<file path="src/rtl/clksb_pkg.sv">
`timescale 1ns/1ps
package clksb_pkg;
  typedef enum logic [1:0] {
    SRC_HS  = 2'b00,
    SRC_HS2 = 2'b01,
    SRC_LS  = 2'b10
  } src_e;

  typedef enum logic [1:0] {
    ST_RUN,
    ST_STOP,
    ST_SETTLE
  } stop_st_e;

  typedef struct packed {
    logic en;
    logic ls;
    logic div4;
  } clko_cfg_t;
endpackage

</file>
<file path="src/rtl/clksb_sync.sv">
`timescale 1ns/1ps
module clksb_sync #(
  parameter int   STAGES  = 2,
  parameter logic RST_VAL = 1'b0
) (
  input  logic clk,
  input  logic rst_n,
  input  logic d,
  output logic q
);
  logic [STAGES-1:0] chain_q;

  always_ff @(posedge clk or negedge rst_n) begin
    if (!rst_n) chain_q <= {STAGES{RST_VAL}};
    else        chain_q <= {chain_q[STAGES-2:0], d};
  end

  assign q = chain_q[STAGES-1];
endmodule

</file>
<file path="src/rtl/clksb_src_switch.sv">
`timescale 1ns/1ps
module clksb_src_switch import clksb_pkg::*; (
  input  logic       clk,
  input  logic       rst_n,
  input  logic       hs_run,
  input  logic       hs_lvl,
  input  logic       hs_rise,
  input  logic       ls_lvl,
  input  logic       ls_rise,
  input  logic       req_valid,
  input  logic [1:0] req_sel,
  output logic       req_ready,
  output logic       cpu_ce
);
  src_e cur_q, pend_q, req_src;
  logic pend_vld_q, half_q;
  logic ce_now, cur_low, new_low, accept;

  always_comb begin
    case (cur_q)
      SRC_HS:  begin ce_now = hs_rise;           cur_low = ~hs_lvl; end
      SRC_HS2: begin ce_now = hs_rise & ~half_q; cur_low = ~half_q; end
      default: begin ce_now = ls_rise;           cur_low = ~ls_lvl; end
    endcase
    case (pend_q)
      SRC_HS:  new_low = ~hs_lvl;
      SRC_HS2: new_low = ~half_q;
      default: new_low = ~ls_lvl;
    endcase
  end

  assign req_src   = src_e'(req_sel);
  assign req_ready = ~pend_vld_q;
  assign accept    = req_valid & ~pend_vld_q & (req_sel != 2'b11) & (req_src != cur_q);
  assign cpu_ce    = ce_now;

  // divided fast clock is held low while the oscillator is stopped
  always_ff @(posedge clk or negedge rst_n) begin
    if (!rst_n)       half_q <= 1'b0;
    else if (!hs_run) half_q <= 1'b0;
    else if (hs_rise) half_q <= ~half_q;
  end

  always_ff @(posedge clk or negedge rst_n) begin
    if (!rst_n) begin
      cur_q      <= SRC_HS2;
      pend_q     <= SRC_HS2;
      pend_vld_q <= 1'b0;
    end else if (accept) begin
      pend_q     <= req_src;
      pend_vld_q <= 1'b1;
    end else if (pend_vld_q && cur_low && new_low && !ce_now) begin
      cur_q      <= pend_q;
      pend_vld_q <= 1'b0;
    end
  end
endmodule

</file>
<file path="src/rtl/clksb_clkout.sv">
`timescale 1ns/1ps
module clksb_clkout import clksb_pkg::*; (
  input  logic      clk,
  input  logic      rst_n,
  input  logic      hs_rise,
  input  logic      ls_rise,
  input  clko_cfg_t cfg,
  output logic      clk_out
);
  logic [1:0] div_q;
  logic       step;

  assign step = cfg.ls ? ls_rise : hs_rise;

  always_ff @(posedge clk or negedge rst_n) begin
    if (!rst_n)       div_q <= '0;
    else if (!cfg.en) div_q <= '0;
    else if (step)    div_q <= div_q + 2'd1;
  end

  assign clk_out = cfg.div4 ? div_q[1] : div_q[0];
endmodule

</file>
<file path="src/rtl/clksb_tbase.sv">
`timescale 1ns/1ps
module clksb_tbase #(
  parameter int WIDTH = 14,
  parameter int SELW  = 3
) (
  input  logic            clk,
  input  logic            rst_n,
  input  logic            ce,
  input  logic [SELW-1:0] tap_sel,
  output logic            tick
);
  localparam int IW = $clog2(WIDTH);

  logic [WIDTH-1:0] cnt_q;
  logic [IW-1:0]    idx;
  logic             tap_now, tap_d_q;

  function automatic int tap_bit(input logic [SELW-1:0] s);
    int b;
    b = 2 * int'(s) + 1;
    if (b > WIDTH - 1) b = WIDTH - 1;
    return b;
  endfunction

  assign idx     = IW'(tap_bit(tap_sel));
  assign tap_now = cnt_q[idx];
  assign tick    = tap_now & ~tap_d_q;

  always_ff @(posedge clk or negedge rst_n) begin
    if (!rst_n) begin
      cnt_q   <= '0;
      tap_d_q <= 1'b0;
    end else begin
      if (ce) cnt_q <= cnt_q + 1'b1;
      tap_d_q <= tap_now;
    end
  end
endmodule

</file>
<file path="src/rtl/clk_standby_ctl.sv">
`timescale 1ns/1ps
module clk_standby_ctl #(
  parameter int SYNC_STAGES = 2,
  parameter int TB_WIDTH    = 14,
  parameter int TAP_W       = 3,
  parameter int SETTLE_LS   = 4
) (
  input  logic             clk,
  input  logic             rst_n,
  input  logic             hs_osc,
  input  logic             ls_osc,
  input  logic             stop_n,
  input  logic             cfg_valid,
  output logic             cfg_ready,
  input  logic [1:0]       cfg_cpu_sel,
  input  logic [2:0]       cfg_out_sel,
  input  logic [TAP_W-1:0] cfg_tap,
  input  logic             cfg_stop_en,
  output logic             cpu_ce,
  output logic             clk_out,
  output logic             tb_tick,
  output logic             hs_osc_en
);
  import clksb_pkg::*;

  localparam int SCW = $clog2(SETTLE_LS + 1);

  logic hs_raw, ls_lvl, stop_lvl;
  logic hs_prev_q, ls_prev_q;
  logic hs_run, hs_lvl, hs_rise, ls_rise, cfg_fire;
  clko_cfg_t        out_q;
  logic [TAP_W-1:0] tap_q;
  logic             stop_en_q;
  stop_st_e         st_q;
  logic [SCW-1:0]   set_cnt_q;

  clksb_sync #(.STAGES(SYNC_STAGES), .RST_VAL(1'b0)) u_hs_sync (
    .clk(clk), .rst_n(rst_n), .d(hs_osc), .q(hs_raw));
  clksb_sync #(.STAGES(SYNC_STAGES), .RST_VAL(1'b0)) u_ls_sync (
    .clk(clk), .rst_n(rst_n), .d(ls_osc), .q(ls_lvl));
  clksb_sync #(.STAGES(SYNC_STAGES), .RST_VAL(1'b1)) u_stop_sync (
    .clk(clk), .rst_n(rst_n), .d(stop_n), .q(stop_lvl));

  always_ff @(posedge clk or negedge rst_n) begin
    if (!rst_n) begin
      hs_prev_q <= 1'b0;
      ls_prev_q <= 1'b0;
    end else begin
      hs_prev_q <= hs_raw;
      ls_prev_q <= ls_lvl;
    end
  end

  assign hs_run    = (st_q == ST_RUN);
  assign hs_lvl    = hs_raw & hs_run;
  assign hs_rise   = hs_raw & ~hs_prev_q & hs_run;
  assign ls_rise   = ls_lvl & ~ls_prev_q;
  assign hs_osc_en = hs_run;
  assign cfg_fire  = cfg_valid & cfg_ready;

  always_ff @(posedge clk or negedge rst_n) begin
    if (!rst_n) begin
      out_q     <= '0;
      tap_q     <= '0;
      stop_en_q <= 1'b0;
    end else if (cfg_fire) begin
      out_q     <= clko_cfg_t'(cfg_out_sel);
      tap_q     <= cfg_tap;
      stop_en_q <= cfg_stop_en;
    end
  end

  // hardware stop: enter on pin low, leave after SETTLE_LS slow edges
  always_ff @(posedge clk or negedge rst_n) begin
    if (!rst_n) begin
      st_q      <= ST_RUN;
      set_cnt_q <= '0;
    end else begin
      case (st_q)
        ST_RUN: if (stop_en_q && !stop_lvl) st_q <= ST_STOP;
        ST_STOP: if (stop_lvl) begin
          st_q      <= ST_SETTLE;
          set_cnt_q <= '0;
        end
        default: begin
          if (stop_en_q && !stop_lvl) st_q <= ST_STOP;
          else if (ls_rise) begin
            if (set_cnt_q == SCW'(SETTLE_LS - 1)) st_q <= ST_RUN;
            else set_cnt_q <= set_cnt_q + 1'b1;
          end
        end
      endcase
    end
  end

  clksb_src_switch u_switch (
    .clk(clk), .rst_n(rst_n), .hs_run(hs_run), .hs_lvl(hs_lvl), .hs_rise(hs_rise),
    .ls_lvl(ls_lvl), .ls_rise(ls_rise), .req_valid(cfg_valid), .req_sel(cfg_cpu_sel),
    .req_ready(cfg_ready), .cpu_ce(cpu_ce));

  clksb_clkout u_clkout (
    .clk(clk), .rst_n(rst_n), .hs_rise(hs_rise), .ls_rise(ls_rise),
    .cfg(out_q), .clk_out(clk_out));

  clksb_tbase #(.WIDTH(TB_WIDTH), .SELW(TAP_W)) u_tbase (
    .clk(clk), .rst_n(rst_n), .ce(cpu_ce), .tap_sel(tap_q), .tick(tb_tick));
endmodule

</file>
<file path="config.mk">
export PLATFORM = sky130hd
export DESIGN_NAME = clk_standby_ctl
export DESIGN_NICKNAME = d
export VERILOG_FILES = /design/src/rtl/clksb_pkg.sv /design/src/rtl/clksb_sync.sv /design/src/rtl/clksb_src_switch.sv /design/src/rtl/clksb_clkout.sv /design/src/rtl/clksb_tbase.sv /design/src/rtl/clk_standby_ctl.sv
export SDC_FILE = /design/constraint.sdc
export NUM_CORES = 1
export LEC_CHECK = 0
export ABC_AREA = 1
export BUFFER_PORTS_ARGS = -buffer_cell sky130_fd_sc_hd__buf_2
export CORE_MARGIN = 2
export CORE_UTILIZATION = 40
export DETAILED_ROUTE_END_ITERATION = 8
export PLACE_DENSITY = 0.6
export SLEW_MARGIN = 20
export SYNTH_ARGS = -nofsm -noshare
export SYNTH_HDL_FRONTEND = slang
export SYNTH_HIERARCHICAL = 1
export SYNTH_SLANG_ARGS = --single-unit
</file>
<file path="constraint.sdc">
create_clock -name clk -period 2.4 [get_ports clk]
set_clock_uncertainty 0.1 [all_clocks]
set_input_delay 0.36 -clock clk [delete_from_list [all_inputs] [get_ports clk]]
set_output_delay 0.36 -clock clk [all_outputs]
set_load 0.02 [all_outputs]
</file>
==> reports/metrics.csv <==
metric,value,unit
Clock Pin Slew Worst Setup and Hold Paths,0.08,ns
CP max stage cell,dfrtp_1,
Core Box Area,0.00514,sq mm
post-DP HPWL,2920,um
clock insertion delay at the later pin of the skew report,0.29,ns
area of the multi-input gates,897,sq um
"Hold Vio Cnt, Final",0,
IO Count,20,
post-CTS setup buffers,0,
CTS sink count,43,
post-layout minimum cycle time,2.12,ns
initial drt markers,67,
RR Endpoint,u_tbase/cnt_q[13]$_DFFE_PN0P_,
CTS H-tree depth,2,
Synth Instances,252,
Die X,77.0,um
synth-to-layout area growth,13.8,%
Slew HR,0.738,
Worst Hold Path EP,u_stop_sync/chain_q[0]$_DFF_PN1_,
Critical Path RT,1.94,ns
r2r setup slk,0.40,ns
vias in the first global route,1531,
Post-Syn Area per Cell,8.46,sq um
"commonest non-fill, non-tap cell in the layout",nand2_1,
Power per Cell Area,1020,mW/mm^2
Sequential cell area,0.00108,sq mm
Overall Power,2.47,mW
DRC Markers,0,
Detailed Route WL,3780,um
final worst-path cycle share,0.881,
TritonCTS clock tree,done,
vias per cell,4.48,
RR Startpoint,st_q[0]$_DFFE_PN0P_,
post-synthesis cell area,0.00213,sq mm
TritonCTS Buffers,5,
GPL Wtd Cong,0.804,
layout cells sized above 1,0.226,
wire length per cell,10.7,um
R2R depth,12,
"flops & latches, synth",43,
max-slew violations,0,
RSZ-0062 raised after global routing,false,
First-pass DRT Iterations,4,
hold_sp,stop_n,
"Cell Chain, Critical Path",nor2_2 > inv_1 > nor3_1 > nand3_2 > nand2_4 > buf_2,
Leak,1.27,nW
fill count,553,
ant diodes,0,
most frequent cells in the layout,"nand2_1 (79), dfrtp_1 (39), inv_1 (35), nand3_1 (22), buf_2 (19)",
hold_buf cts,1,
# nets final,300,
first-pass GRT wire length,6890,um
Worst setup EP type,output pin,
sequential area share after synthesis,0.507,
GRT Total Usage,0.148,
Max Root-Sink Buffers,2,
status,completed,
VDD IR max,0.000447,V
Resized cells post-CTS,0,
FMAX,473,MHz
IO buf count,19,
grt ovf,0,
# setup viols final,0,
maxcap violations,0,
worst hold-check path type,in -> reg,
Setup Crit Path Kind,reg -> out,
Startpoint Class,flop,
initial antenna violation count,0,
"Max FO, Critical Path",7,
"slowest stage delay, CP",0.43,ns
via count,1581,
Synth Warn #,6,
WHS Path Cells,1,
Root Buffer Master,clkbuf_8,
largest net degree at the start of global routing,19,
die area,0.00593,sq mm
FP Rows,26,
Setup TNS,0,ns
"Distinct cells, synth",23,
crit path DAT,1.66,ns
worst slew pin tran,0.392,ns
Starting Density,0.415,
syn nets,270,
chip height,77.0,um
Final ANT Viol Nets,0,
## stage by stage
step	area, sq um	instances	worst slack, ns	util	hold slack, ns
6_report	2430	353	0.285	0.472	0.0653
5_1_grt	2430	353	0.141	0.472	0.0473
4_1_cts	2430	353	0.274	0.472	0.0558
3_5_place_dp	2340	344	0.416	0.455	0.209
3_3_place_gp	2340	344	0.458	0.455	0.207
2_1_floorplan	2130	252	0.190	-	-0.0356
## cell usage after synthesis
library cell	count	area share
nand3_1	22	0.052
nand2_4	1	0.0053
xnor2_1	4	0.016
nand4_1	5	0.015
a21oi_1	3	0.0070
xor2_1	5	0.021
nand2_2	10	0.029
nor2_1	12	0.021
nand3b_1	1	0.0035
nor3_1	2	0.0047
a21o_1	1	0.0035
inv_1	35	0.062
o21ai_1	1	0.0023
nand2_1	79	0.14
nor2_2	3	0.0088
nor2_4	4	0.021
inv_2	6	0.011
mux2_2	8	0.042
nand3_2	1	0.0047
dfrtp_1	39	0.46
dfstp_2	4	0.049
ha_1	3	0.018
o21ai_0	3	0.0070
## kinds of logic after synthesis
logic type,Yosys count,share of synthesized area
AOI/OAI and AO/OA,8,0.0199
buffers and inverters,41,0.0722
muxes,8,0.0423
xor gates and xnor gates,9,0.0370
adders and majority gates,3,0.0176
and+or+nand+nor,140,0.304
DFF,43,0.507
## worst max path at each step
stage                                    from                             to  slack, ns  depth (start not counted)
after floorplan           st_q[0]$_DFFE_PN0P_  u_tbase/cnt_q[13]$_DFFE_PN0P_       0.19                         12
after global placement    st_q[0]$_DFFE_PN0P_  u_tbase/cnt_q[13]$_DFFE_PN0P_       0.46                         12
after detailed placement  st_q[0]$_DFFE_PN0P_  u_tbase/cnt_q[13]$_DFFE_PN0P_       0.42                         12
after CTS                 st_q[0]$_DFFE_PN0P_                         cpu_ce       0.27                          6
after global routing      st_q[0]$_DFFE_PN0P_                         cpu_ce       0.14                          6
final                     st_q[0]$_DFFE_PN0P_                         cpu_ce       0.28                          6
## cell type report
type,count,share of cell area
inverter,41,0.0634
clock buffer,8,0.0330
timing repair buffer,23,0.0526
sequential,43,0.445
tap,70,0.0361
multi-input combinational,168,0.370
## metal layers
layer | routed length (um) | track usage | vias to the layer above
li1 | - | - | 838
met4 | 72 | 0.0643 | 0
met5 | 0 | 0 | -
met3 | 123 | 0.0388 | 6
met1 | 1810 | 0.193 | 722
met2 | 1780 | 0.232 | 15
## where the power goes
group | internal, mW | switching [mW]
sequential | 0.942 | 0.202
clock | 0.207 | 0.235
combinational | 0.363 | 0.525
total | 1.51 | 0.962
## state kept, by name (all words and copies together), names as in the netlist
signal and count:
tap_q 3, ls_prev_q 1, u_switch/pend_q 2, stop_en_q 1, u_switch/half_q 1, hs_prev_q 1
u_ls_sync/chain_q 2, u_stop_sync/chain_q 2, out_q 3, st_q 2, u_switch/cur_q 2, u_hs_sync/chain_q 2
u_clkout/div_q 2, u_tbase/tap_d_q 1, u_tbase/cnt_q 14, u_switch/pend_vld_q 1, set_cnt_q 3
## worst max-delay path, delay by kind of cell, from the launching register on
family        cells  cell delay (ns)
buf+inv           2             0.25
flops             1             0.43
simple gates      4             0.67
Power figures use the tool's default switching activity.
